[src/rtl/irqf_pkg.sv]
// Package: shared slot numbers, register kinds and the mode-move rule.
// Assumes slots are 8 bits wide; the slot numbers below are the layout
// that both address spaces decode.
package irqf_pkg;

    localparam logic [7:0] SLOT_ID     = 8'h02;
    localparam logic [7:0] SLOT_DFMT   = 8'h0E;
    localparam logic [7:0] SLOT_CMD_LO = 8'h30;
    localparam logic [7:0] SLOT_CMD_HI = 8'h31;

    typedef enum logic [2:0] {
        K_NONE,
        K_ID,
        K_DFMT,
        K_CMD_LO,
        K_CMD_HI,
        K_SCR
    } reg_kind_e;

    // Returns 1 when moving from {cur_en,cur_ext} to {nx_en,nx_ext} is allowed.
    function automatic logic mode_move_ok(input logic cur_en, input logic cur_ext,
                                          input logic nx_en,  input logic nx_ext);
        logic ok;
        unique case ({cur_en, cur_ext})
            2'b10:   ok = !(!nx_en && nx_ext);
            2'b11:   ok = (nx_en && nx_ext) || (!nx_en && !nx_ext);
            default: ok = !nx_ext;
        endcase
        return ok;
    endfunction

endpackage

[src/rtl/irqf_decode.sv]
// Module: irqf_decode
// Turns a request address into a slot and a register kind, and judges
// whether the access is legal. Legacy addresses are byte offsets (16-byte
// aligned); extended addresses are indices starting at EXT_BASE.
// Assumes ADDR_W - 4 >= SLOT_W. Purely combinational.
module irqf_decode
    import irqf_pkg::*;
#(
    parameter int                ADDR_W   = 12,
    parameter int                SLOT_W   = 8,
    parameter logic [ADDR_W-1:0] EXT_BASE = 12'h800,
    parameter logic [7:0]        SCR_SLOT = 8'h08,
    parameter int                N_SCR    = 4,
    localparam int               SCR_IW   = (N_SCR > 1) ? $clog2(N_SCR) : 1
) (
    input  logic              req_ext,
    input  logic              req_write,
    input  logic [ADDR_W-1:0] req_addr,
    input  logic              mode_en,
    input  logic              mode_ext,
    input  logic              cmd_busy,
    output reg_kind_e         kind,
    output logic [SCR_IW-1:0] scr_idx,
    output logic              illegal
);

    localparam logic [ADDR_W-1:0] SPAN = ADDR_W'(2 ** SLOT_W);

    logic [SLOT_W-1:0] slot;
    logic              addr_bad;
    logic [ADDR_W-1:0] rel;

    // Slot extraction and range/alignment check for the active address space.
    always_comb begin
        rel = req_addr - EXT_BASE;
        if (req_ext) begin
            slot     = SLOT_W'(rel);
            addr_bad = (req_addr < EXT_BASE) || (rel >= SPAN);
        end else begin
            slot     = SLOT_W'(req_addr >> 4);
            addr_bad = (req_addr[3:0] != 4'h0);
        end
    end

    // Classify the slot into a register kind.
    always_comb begin
        scr_idx = SCR_IW'(slot - SLOT_W'(SCR_SLOT));
        if (slot == SLOT_W'(SLOT_ID))
            kind = K_ID;
        else if (slot == SLOT_W'(SLOT_DFMT))
            kind = K_DFMT;
        else if (slot == SLOT_W'(SLOT_CMD_LO))
            kind = K_CMD_LO;
        else if (slot == SLOT_W'(SLOT_CMD_HI))
            kind = K_CMD_HI;
        else if ((slot >= SLOT_W'(SCR_SLOT)) && (slot < SLOT_W'(SCR_SLOT) + SLOT_W'(N_SCR)))
            kind = K_SCR;
        else
            kind = K_NONE;
    end

    // Legality: mode gate, space match, address shape, mode-only registers, busy command.
    always_comb begin
        illegal = !mode_en
               || (req_ext != mode_ext)
               || addr_bad
               || (req_ext && (kind == K_DFMT || kind == K_CMD_HI))
               || (req_write && (kind == K_CMD_LO) && cmd_busy);
    end

endmodule

[src/rtl/irqf_mode.sv]
// Module: irqf_mode
// Holds the enable and extended bits. It applies a mode write only when the
// move is allowed, and pulses err for one cycle otherwise.
// Assumes at most one mode write per cycle.
module irqf_mode
    import irqf_pkg::*;
(
    input  logic clk,
    input  logic rst_n,
    input  logic wr,
    input  logic wr_en,
    input  logic wr_ext,
    output logic en_q,
    output logic ext_q,
    output logic err_q
);

    logic legal;

    // Judge the requested move against the present state.
    always_comb legal = mode_move_ok(en_q, ext_q, wr_en, wr_ext);

    // Mode state and the refusal pulse.
    always_ff @(posedge clk) begin
        if (!rst_n) begin
            en_q  <= 1'b1;
            ext_q <= 1'b0;
            err_q <= 1'b0;
        end else begin
            err_q <= wr && !legal;
            if (wr && legal) begin
                en_q  <= wr_en;
                ext_q <= wr_ext;
            end
        end
    end

    AST_EXT_NEVER_TO_LEGACY: assert property (@(posedge clk) disable iff (!rst_n)
        (en_q && ext_q) |=> !(en_q && !ext_q));
    AST_EXT_NEEDS_ENABLE: assert property (@(posedge clk) disable iff (!rst_n)
        !(!en_q && ext_q));
    AST_REFUSED_MODE_HOLDS: assert property (@(posedge clk) disable iff (!rst_n)
        err_q |-> $stable({en_q, ext_q}));

endmodule

[src/rtl/irqf_store.sv]
// Module: irqf_store
// Scratch registers plus the destination-format register. Writes arrive
// already qualified as legal; the read port is a plain index.
// Assumes scr_idx < N_SCR whenever we_scr is high.
module irqf_store #(
    parameter int  N_SCR  = 4,
    localparam int SCR_IW = (N_SCR > 1) ? $clog2(N_SCR) : 1
) (
    input  logic              clk,
    input  logic              rst_n,
    input  logic              we_scr,
    input  logic [SCR_IW-1:0] scr_idx,
    input  logic              we_dfmt,
    input  logic [31:0]       wdata,
    output logic [31:0]       scr_rd,
    output logic [31:0]       dfmt_q
);

    logic [31:0] scr_all [N_SCR];

    for (genvar g = 0; g < N_SCR; g++) begin : g_scr
        logic [31:0] r_q;
        // One scratch register, written when its index is selected.
        always_ff @(posedge clk) begin
            if (!rst_n)
                r_q <= '0;
            else if (we_scr && (scr_idx == SCR_IW'(g)))
                r_q <= wdata;
        end
        assign scr_all[g] = r_q;
    end

    // Destination-format register, reset to all ones.
    always_ff @(posedge clk) begin
        if (!rst_n)
            dfmt_q <= '1;
        else if (we_dfmt)
            dfmt_q <= wdata;
    end

    // Scratch read selection.
    always_comb scr_rd = scr_all[scr_idx];

endmodule

[src/rtl/irqf_cmd.sv]
// Module: irqf_cmd
// Command register in both layouts, plus the pending send. At launch it
// latches a send payload that stays fixed until the acknowledge.
// Assumes launch is asserted only when the command is not busy.
module irqf_cmd (
    input  logic        clk,
    input  logic        rst_n,
    input  logic        ext_mode,
    input  logic        hi_we,
    input  logic        launch,
    input  logic [63:0] wdata,
    input  logic        send_ack,
    output logic [31:0] lo_q,
    output logic [31:0] dest_q,
    output logic        pend_q,
    output logic        busy,
    output logic [31:0] sdest_q,
    output logic [31:0] scmd_q
);

    localparam logic [31:0] STATUS_MASK = 32'h0000_1000;

    logic [31:0] lo_next;

    // Command word with the status position cleared.
    always_comb lo_next = wdata[31:0] & ~STATUS_MASK;

    // Busy means pending and not released in this same cycle.
    always_comb busy = pend_q && !send_ack;

    // Programmed command fields.
    always_ff @(posedge clk) begin
        if (!rst_n) begin
            lo_q   <= '0;
            dest_q <= '0;
        end else if (launch) begin
            lo_q <= lo_next;
            if (ext_mode)
                dest_q <= wdata[63:32];
        end else if (hi_we) begin
            dest_q <= {24'h0, wdata[31:24]};
        end
    end

    // Pending flag and the latched send payload.
    always_ff @(posedge clk) begin
        if (!rst_n) begin
            pend_q  <= 1'b0;
            sdest_q <= '0;
            scmd_q  <= '0;
        end else if (launch) begin
            pend_q  <= 1'b1;
            sdest_q <= ext_mode ? wdata[63:32] : dest_q;
            scmd_q  <= lo_next;
        end else if (send_ack) begin
            pend_q <= 1'b0;
        end
    end

    AST_SEND_PAYLOAD_HELD: assert property (@(posedge clk) disable iff (!rst_n)
        (pend_q && !send_ack && !launch) |=> ($stable(sdest_q) && $stable(scmd_q) && pend_q));
    AST_ACK_RELEASES: assert property (@(posedge clk) disable iff (!rst_n)
        (pend_q && send_ack && !launch) |=> !pend_q);
    AST_LAUNCH_PENDS: assert property (@(posedge clk) disable iff (!rst_n)
        launch |=> (pend_q && !scmd_q[12]));

endmodule

[src/rtl/irqf_front.sv]
// Module: irqf_front (top)
// Register front end of a local interrupt controller with a legacy offset
// space and an extended index space over one register file. It answers
// every request one cycle later, refuses illegal ones, and runs the
// command register's send handshake.
// Assumes at most one request and at most one mode write per cycle.
module irqf_front
    import irqf_pkg::*;
#(
    parameter int                ADDR_W   = 12,
    parameter int                SLOT_W   = 8,
    parameter logic [ADDR_W-1:0] EXT_BASE = 12'h800,
    parameter logic [7:0]        SCR_SLOT = 8'h08,
    parameter int                N_SCR    = 4
) (
    input  logic              clk,
    input  logic              rst_n,
    input  logic              req_valid,
    input  logic              req_write,
    input  logic              req_ext,
    input  logic [ADDR_W-1:0] req_addr,
    input  logic [63:0]       req_wdata,
    output logic              rsp_valid,
    output logic              rsp_err,
    output logic [63:0]       rsp_rdata,
    input  logic              mode_wr,
    input  logic              mode_wr_en,
    input  logic              mode_wr_ext,
    output logic              mode_en,
    output logic              mode_ext,
    output logic              mode_err,
    input  logic [31:0]       hw_id,
    output logic              send_valid,
    output logic [31:0]       send_dest,
    output logic [31:0]       send_cmd,
    input  logic              send_ack
);

    localparam int SCR_IW = (N_SCR > 1) ? $clog2(N_SCR) : 1;

    reg_kind_e         kind;
    logic [SCR_IW-1:0] scr_idx;
    logic              illegal;
    logic              wr_ok;
    logic              cmd_busy;
    logic [31:0]       cmd_lo;
    logic [31:0]       cmd_dest;
    logic              cmd_pend;
    logic [31:0]       scr_rd;
    logic [31:0]       dfmt;
    logic [63:0]       rd_mux;
    logic              rsp_valid_q;
    logic              rsp_err_q;
    logic [63:0]       rsp_rdata_q;

    irqf_decode #(
        .ADDR_W   (ADDR_W),
        .SLOT_W   (SLOT_W),
        .EXT_BASE (EXT_BASE),
        .SCR_SLOT (SCR_SLOT),
        .N_SCR    (N_SCR)
    ) u_decode (
        .req_ext   (req_ext),
        .req_write (req_write),
        .req_addr  (req_addr),
        .mode_en   (mode_en),
        .mode_ext  (mode_ext),
        .cmd_busy  (cmd_busy),
        .kind      (kind),
        .scr_idx   (scr_idx),
        .illegal   (illegal)
    );

    irqf_mode u_mode (
        .clk    (clk),
        .rst_n  (rst_n),
        .wr     (mode_wr),
        .wr_en  (mode_wr_en),
        .wr_ext (mode_wr_ext),
        .en_q   (mode_en),
        .ext_q  (mode_ext),
        .err_q  (mode_err)
    );

    // Write qualification shared by all storage.
    always_comb wr_ok = req_valid && req_write && !illegal;

    irqf_store #(
        .N_SCR (N_SCR)
    ) u_store (
        .clk     (clk),
        .rst_n   (rst_n),
        .we_scr  (wr_ok && (kind == K_SCR)),
        .scr_idx (scr_idx),
        .we_dfmt (wr_ok && (kind == K_DFMT)),
        .wdata   (req_wdata[31:0]),
        .scr_rd  (scr_rd),
        .dfmt_q  (dfmt)
    );

    irqf_cmd u_cmd (
        .clk      (clk),
        .rst_n    (rst_n),
        .ext_mode (mode_ext),
        .hi_we    (wr_ok && (kind == K_CMD_HI)),
        .launch   (wr_ok && (kind == K_CMD_LO)),
        .wdata    (req_wdata),
        .send_ack (send_ack),
        .lo_q     (cmd_lo),
        .dest_q   (cmd_dest),
        .pend_q   (cmd_pend),
        .busy     (cmd_busy),
        .sdest_q  (send_dest),
        .scmd_q   (send_cmd)
    );

    // Read data by kind, shaped by the current mode.
    always_comb begin
        unique case (kind)
            K_ID:     rd_mux = mode_ext ? {32'h0, hw_id} : {32'h0, hw_id[7:0], 24'h0};
            K_DFMT:   rd_mux = {32'h0, dfmt};
            K_CMD_LO: rd_mux = mode_ext ? {cmd_dest, cmd_lo}
                                        : {32'h0, cmd_lo[31:13], cmd_pend, cmd_lo[11:0]};
            K_CMD_HI: rd_mux = {32'h0, cmd_dest[7:0], 24'h0};
            K_SCR:    rd_mux = {32'h0, scr_rd};
            default:  rd_mux = '0;
        endcase
    end

    // Registered response: valid, error and read data.
    always_ff @(posedge clk) begin
        if (!rst_n) begin
            rsp_valid_q <= 1'b0;
            rsp_err_q   <= 1'b0;
            rsp_rdata_q <= '0;
        end else begin
            rsp_valid_q <= req_valid;
            rsp_err_q   <= req_valid && illegal;
            rsp_rdata_q <= (req_valid && !illegal && !req_write) ? rd_mux : '0;
        end
    end

    assign rsp_valid  = rsp_valid_q;
    assign rsp_err    = rsp_err_q;
    assign rsp_rdata  = rsp_rdata_q;
    assign send_valid = cmd_pend;

    AST_RSP_FOLLOWS_REQ: assert property (@(posedge clk) disable iff (!rst_n)
        req_valid |=> rsp_valid);
    AST_MISALIGNED_REFUSED: assert property (@(posedge clk) disable iff (!rst_n)
        (req_valid && !req_ext && (req_addr[3:0] != 4'h0)) |=> rsp_err);
    AST_ERR_ZERO_DATA: assert property (@(posedge clk) disable iff (!rst_n)
        rsp_err |-> (rsp_valid && (rsp_rdata == 64'h0)));
    AST_ERR_ONLY_ON_REQ: assert property (@(posedge clk) disable iff (!rst_n)
        !req_valid |=> !rsp_err);
    AST_DFMT_EXT_REFUSED: assert property (@(posedge clk) disable iff (!rst_n)
        (req_valid && req_ext && (req_addr == EXT_BASE + ADDR_W'(SLOT_DFMT))) |=> rsp_err);
    AST_DISABLED_REFUSES: assert property (@(posedge clk) disable iff (!rst_n)
        (req_valid && !mode_en) |=> rsp_err);

endmodule

[config.mk]
export PLATFORM = sky130hd
export DESIGN_NAME = irqf_front
export DESIGN_NICKNAME = d
export VERILOG_FILES = /design/src/rtl/irqf_pkg.sv /design/src/rtl/irqf_decode.sv /design/src/rtl/irqf_mode.sv /design/src/rtl/irqf_store.sv /design/src/rtl/irqf_cmd.sv /design/src/rtl/irqf_front.sv
export SDC_FILE = /design/constraint.sdc
export NUM_CORES = 1
export LEC_CHECK = 0
export CAP_MARGIN = 20
export CORE_MARGIN = 2
export CORE_UTILIZATION = 52
export CTS_BUF_LIST = sky130_fd_sc_hd__clkbuf_16
export DETAILED_ROUTE_END_ITERATION = 8
export PLACE_DENSITY = 0.76
export RECOVER_POWER = 25
export SETUP_SLACK_MARGIN = 0.4
export SYNTH_ARGS = -nofsm -noshare
export SYNTH_HDL_FRONTEND = slang
export SYNTH_SLANG_ARGS = --single-unit
[constraint.sdc]
create_clock -name clk -period 2.95 [get_ports clk]
set_clock_uncertainty 0.1 [all_clocks]
set_input_delay 0.59 -clock clk [delete_from_list [all_inputs] [get_ports clk]]
set_output_delay 0.59 -clock clk [all_outputs]
set_load 0.005 [all_outputs]
==> results.toml <==
[status]
status = "completed"

[synthesis]
synth_commonest_cells = "325 x dfxtp_1, 252 x nand3_1, 211 x a21oi_1"
synth.top_cell.area_share = 0.4738
synth_fa_ha_area_frac = 0.0009112
yosys.area.top_type = "dfxtp_1"
syn_inst = 1560
synth_warnings = 0
ys_seq_elements = 325
async_reset_ff_frac = 0
muxShareOfSynthArea = 0.07937
ys_top_cells_by_area = "dfxtp_1 47%, nand3_1 9.2%, a21oi_1 7.7%"
synth.most_common_cell = "dfxtp_1"
synth_cell_types = 58
syn_area_um2 = 13730
synth-main-ff-cell = "dfxtp_1"
synth-xor-area-share = 0
synth_compound_area_frac = 0.2303
synth_edf_count = 0
synth_seq_area_share = 0.4738
syn_nets = 1678
avgSynthCellArea_um2 = 8.802
synth_top_family_by_area = "compound AO/OA/AOI/OAI gates"
synth_simple_gate_area_frac = 0.1601

[setup_path]
crit_fanout = 6
rrSetupSlack_ns = 0.77
crit_arrival_ns = 2.84
crit_type = "input port to flop"
cp.required_ns = 3.23
critPathLaunchType = "input port"
rr_worst_depth = 5
cp_slowest_stage_delay_ns = 0.53
cpMaxStageDelayCell = "clkdlybuf4s50_1"
cpMostUsedCell = "buf_12"
crit_path_start = "req_addr[0]"
r2r_start = "u_mode.ext_q$_SDFFE_PN0P_"
end_kind = "flop"
rr_endpoint = "u_cmd.dest_q[0]$_SDFFE_PN0P_"
crit_chain = "clkdlybuf4s50_1, buf_4, mux2i_4, buf_12, buf_12, mux4_2, a222oi_1, a21oi_1"

[sta]
max_freq_ghz = 0.3910
hold_violations = 0
rsz0062_at_grt = "yes"
maxSlewHeadroom = 0.4235
fin_crit_sh = 0.8670
setup_viol = 0
period_needed_ns = 2.558
tightest_slew_ns = 0.8648
slew_viol_final = 0

[worst_hold_path]
hold_path_class = "input port to flop"
hold_depth = 3
min_delay_worst_endpoint = "rsp_valid$_SDFF_PN0_"
min_from = "rst_n"

[clocking]
cts_buffers = 34
clkLatencyLatePin_ns = 0.51
tritoncts = "built"
cts_sinks = 325
htreeDepth = 2
hold_buffers = 0
clk_pin_slew_worst_paths_ns = 0.06
clockBufferDepth = 3
clockRootBuffer = "clkbuf_16"

[power]
powerDensity_nw_per_um2 = 485.1
ir_drop_mv = 0.4137
totalPowerFinal_mw = 9.004
cellLeakagePower_nw = 6.451

[drt]
drc = 0
wire_per_inst_um = 22.71
drt_iter0_markers = 2090
vias_per_cell = 6.459
vias = 13930
ant_nets = 0
dr.pass1.iters = 6
wirelength_um = 48990

[floorplanning]
die_area_um2 = 27720
io-pin-count = 251
die_w_um = 166.5
rows = 59
dieHeight_um = 166.5
coreArea_um2 = 25980
initial_core_util = 0.5284

[finish]
nFillCells = 1957
final_layout_size_suffix_gt1_frac = 0.1351
finalNetCount = 1920
design_area_um2 = 18560
syn2layout_area_growth_pct = 35.18

[place]
dp_hpwl_um = 30420
gp_congestion = 0.9194
placed_area_um2 = 17190
port_buffers = 249

[grt]
grt_pass1_vias = 13180
grt_first_pass_wirelength_um = 72670
antenna_found_initial = 1
grt_max_degree = 168
grt-ovfl-total = 0
grt_usage = 0.3240

[job]
maxCapViolCount = 0
## placed cells by master (no fill, tap or decap), types with 13 or more instances in the layout
cell type and n:
a211oi_1 24, dfxtp_1 324, dlygate4sd3_1 112, clkdlybuf4s50_1 130, a31oi_1 23, clkbuf_16 38
nor2_1 13, inv_1 16, o21ai_0 184, buf_4 79, nand3_1 252, nand2_1 85
buf_12 35, mux2i_1 24, a22oi_1 32, mux4_2 32, a21oi_1 211, and2_1 32
o22ai_1 24
## how the worst max path moves through the flow
stage	slack, ns	depth (start not counted)	endpoint
detailed placement	-0.14	9	rsp_rdata[2]$_SDFF_PN0_
CTS	0.39	7	rsp_rdata[2]$_SDFF_PN0_
finish	0.39	8	rsp_rdata[24]$_SDFF_PN0_
global route	0.37	7	rsp_rdata[28]$_SDFF_PN0_
floorplan	0.49	6	rsp_rdata[28]$_SDFF_PN0_
global placement	-0.14	9	rsp_rdata[2]$_SDFF_PN0_
## kinds of logic (layout without fill, tap and decap cells)
family                   count (synthesis)  after routing
AO/OA/AOI/OAI                          555            555
AND/OR/NAND/NOR                        437            437
flip-flops                             325            325
buffers and inverters                  174            435
multiplexers                            67             67
adder cells (fa/ha/maj)                  1              1
other                                    1              2
## worst max-delay path: cells and delay by family
family | cells | cell delay (ns)
multiplexers | 2 | 0.76
AO/OA/AOI/OAI | 2 | 0.43
buffers and inverters | 4 | 1.04
## cell type report
class	instances	area, um2	share of cell area
Clock inverter	21	122.6	0.006606
Timing Repair Buffer	373	3970	0.2139
Clock buffer	34	850.8	0.04584
Antenna cell	1	2.502	0.0001348
Inverter	7	31.28	0.001685
Sequential cell	325	6510	0.3507
Multi-Input combinational cell	1061	6655	0.3585
Tap cell	335	419.2	0.02258
## metrics by stage
stage          utilization  TNS (ns)  worst slack [ns]  hold slack [ns]  std cells
3_3_place_gp        0.6615    -1.597           -0.1353           0.3525       2084
6_report            0.7143         0            0.3923           0.2867       2157
3_5_place_dp        0.6615    -5.679           -0.1369           0.3584       2084
5_1_grt             0.7142         0            0.3742           0.3093       2156
4_1_cts             0.6997         0            0.3909           0.2755       2139
2_1_floorplan            -         0            0.4879           0.3351       1560
## per-layer routing
| layer | vias up | global-route usage | wire length, um |
|---|---|---|---|
| met3 | 139 | 0.05490 | 4705 |
| met5 | - | 0 | 0 |
| met2 | 922 | 0.5237 | 22990 |
| li1 | 6219 | - | - |
| met1 | 6652 | 0.4296 | 19330 |
| met4 | 0 | 0.1421 | 1966 |
## report_power, final
group	switching [mW]	internal (mW)
Clock	1.70	2.17
Sequential	0.00969	4.39
Combinational	0.421	0.312
## flip-flops by register name (all words and copies together), names as in the netlist
| name | flops |
|---|---|
| u_store.g_scr.r_q | 128 |
| rsp_rdata | 64 |
| u_cmd.dest_q | 32 |
| u_cmd.sdest_q | 32 |
| u_store.dfmt_q | 32 |
| u_cmd.lo_q | 31 |
| rsp_err | 1 |
| rsp_valid | 1 |
| u_cmd.pend_q | 1 |
| u_mode.en_q | 1 |
| u_mode.err_q | 1 |
| u_mode.ext_q | 1 |
## repair_timing
item	CTS	global route
buffers inserted	0	9
pin swaps	0	18
cloned	0	8
resized for setup	5	41
setup endpoints to repair	39	197
(Power assumes the default switching activity.)
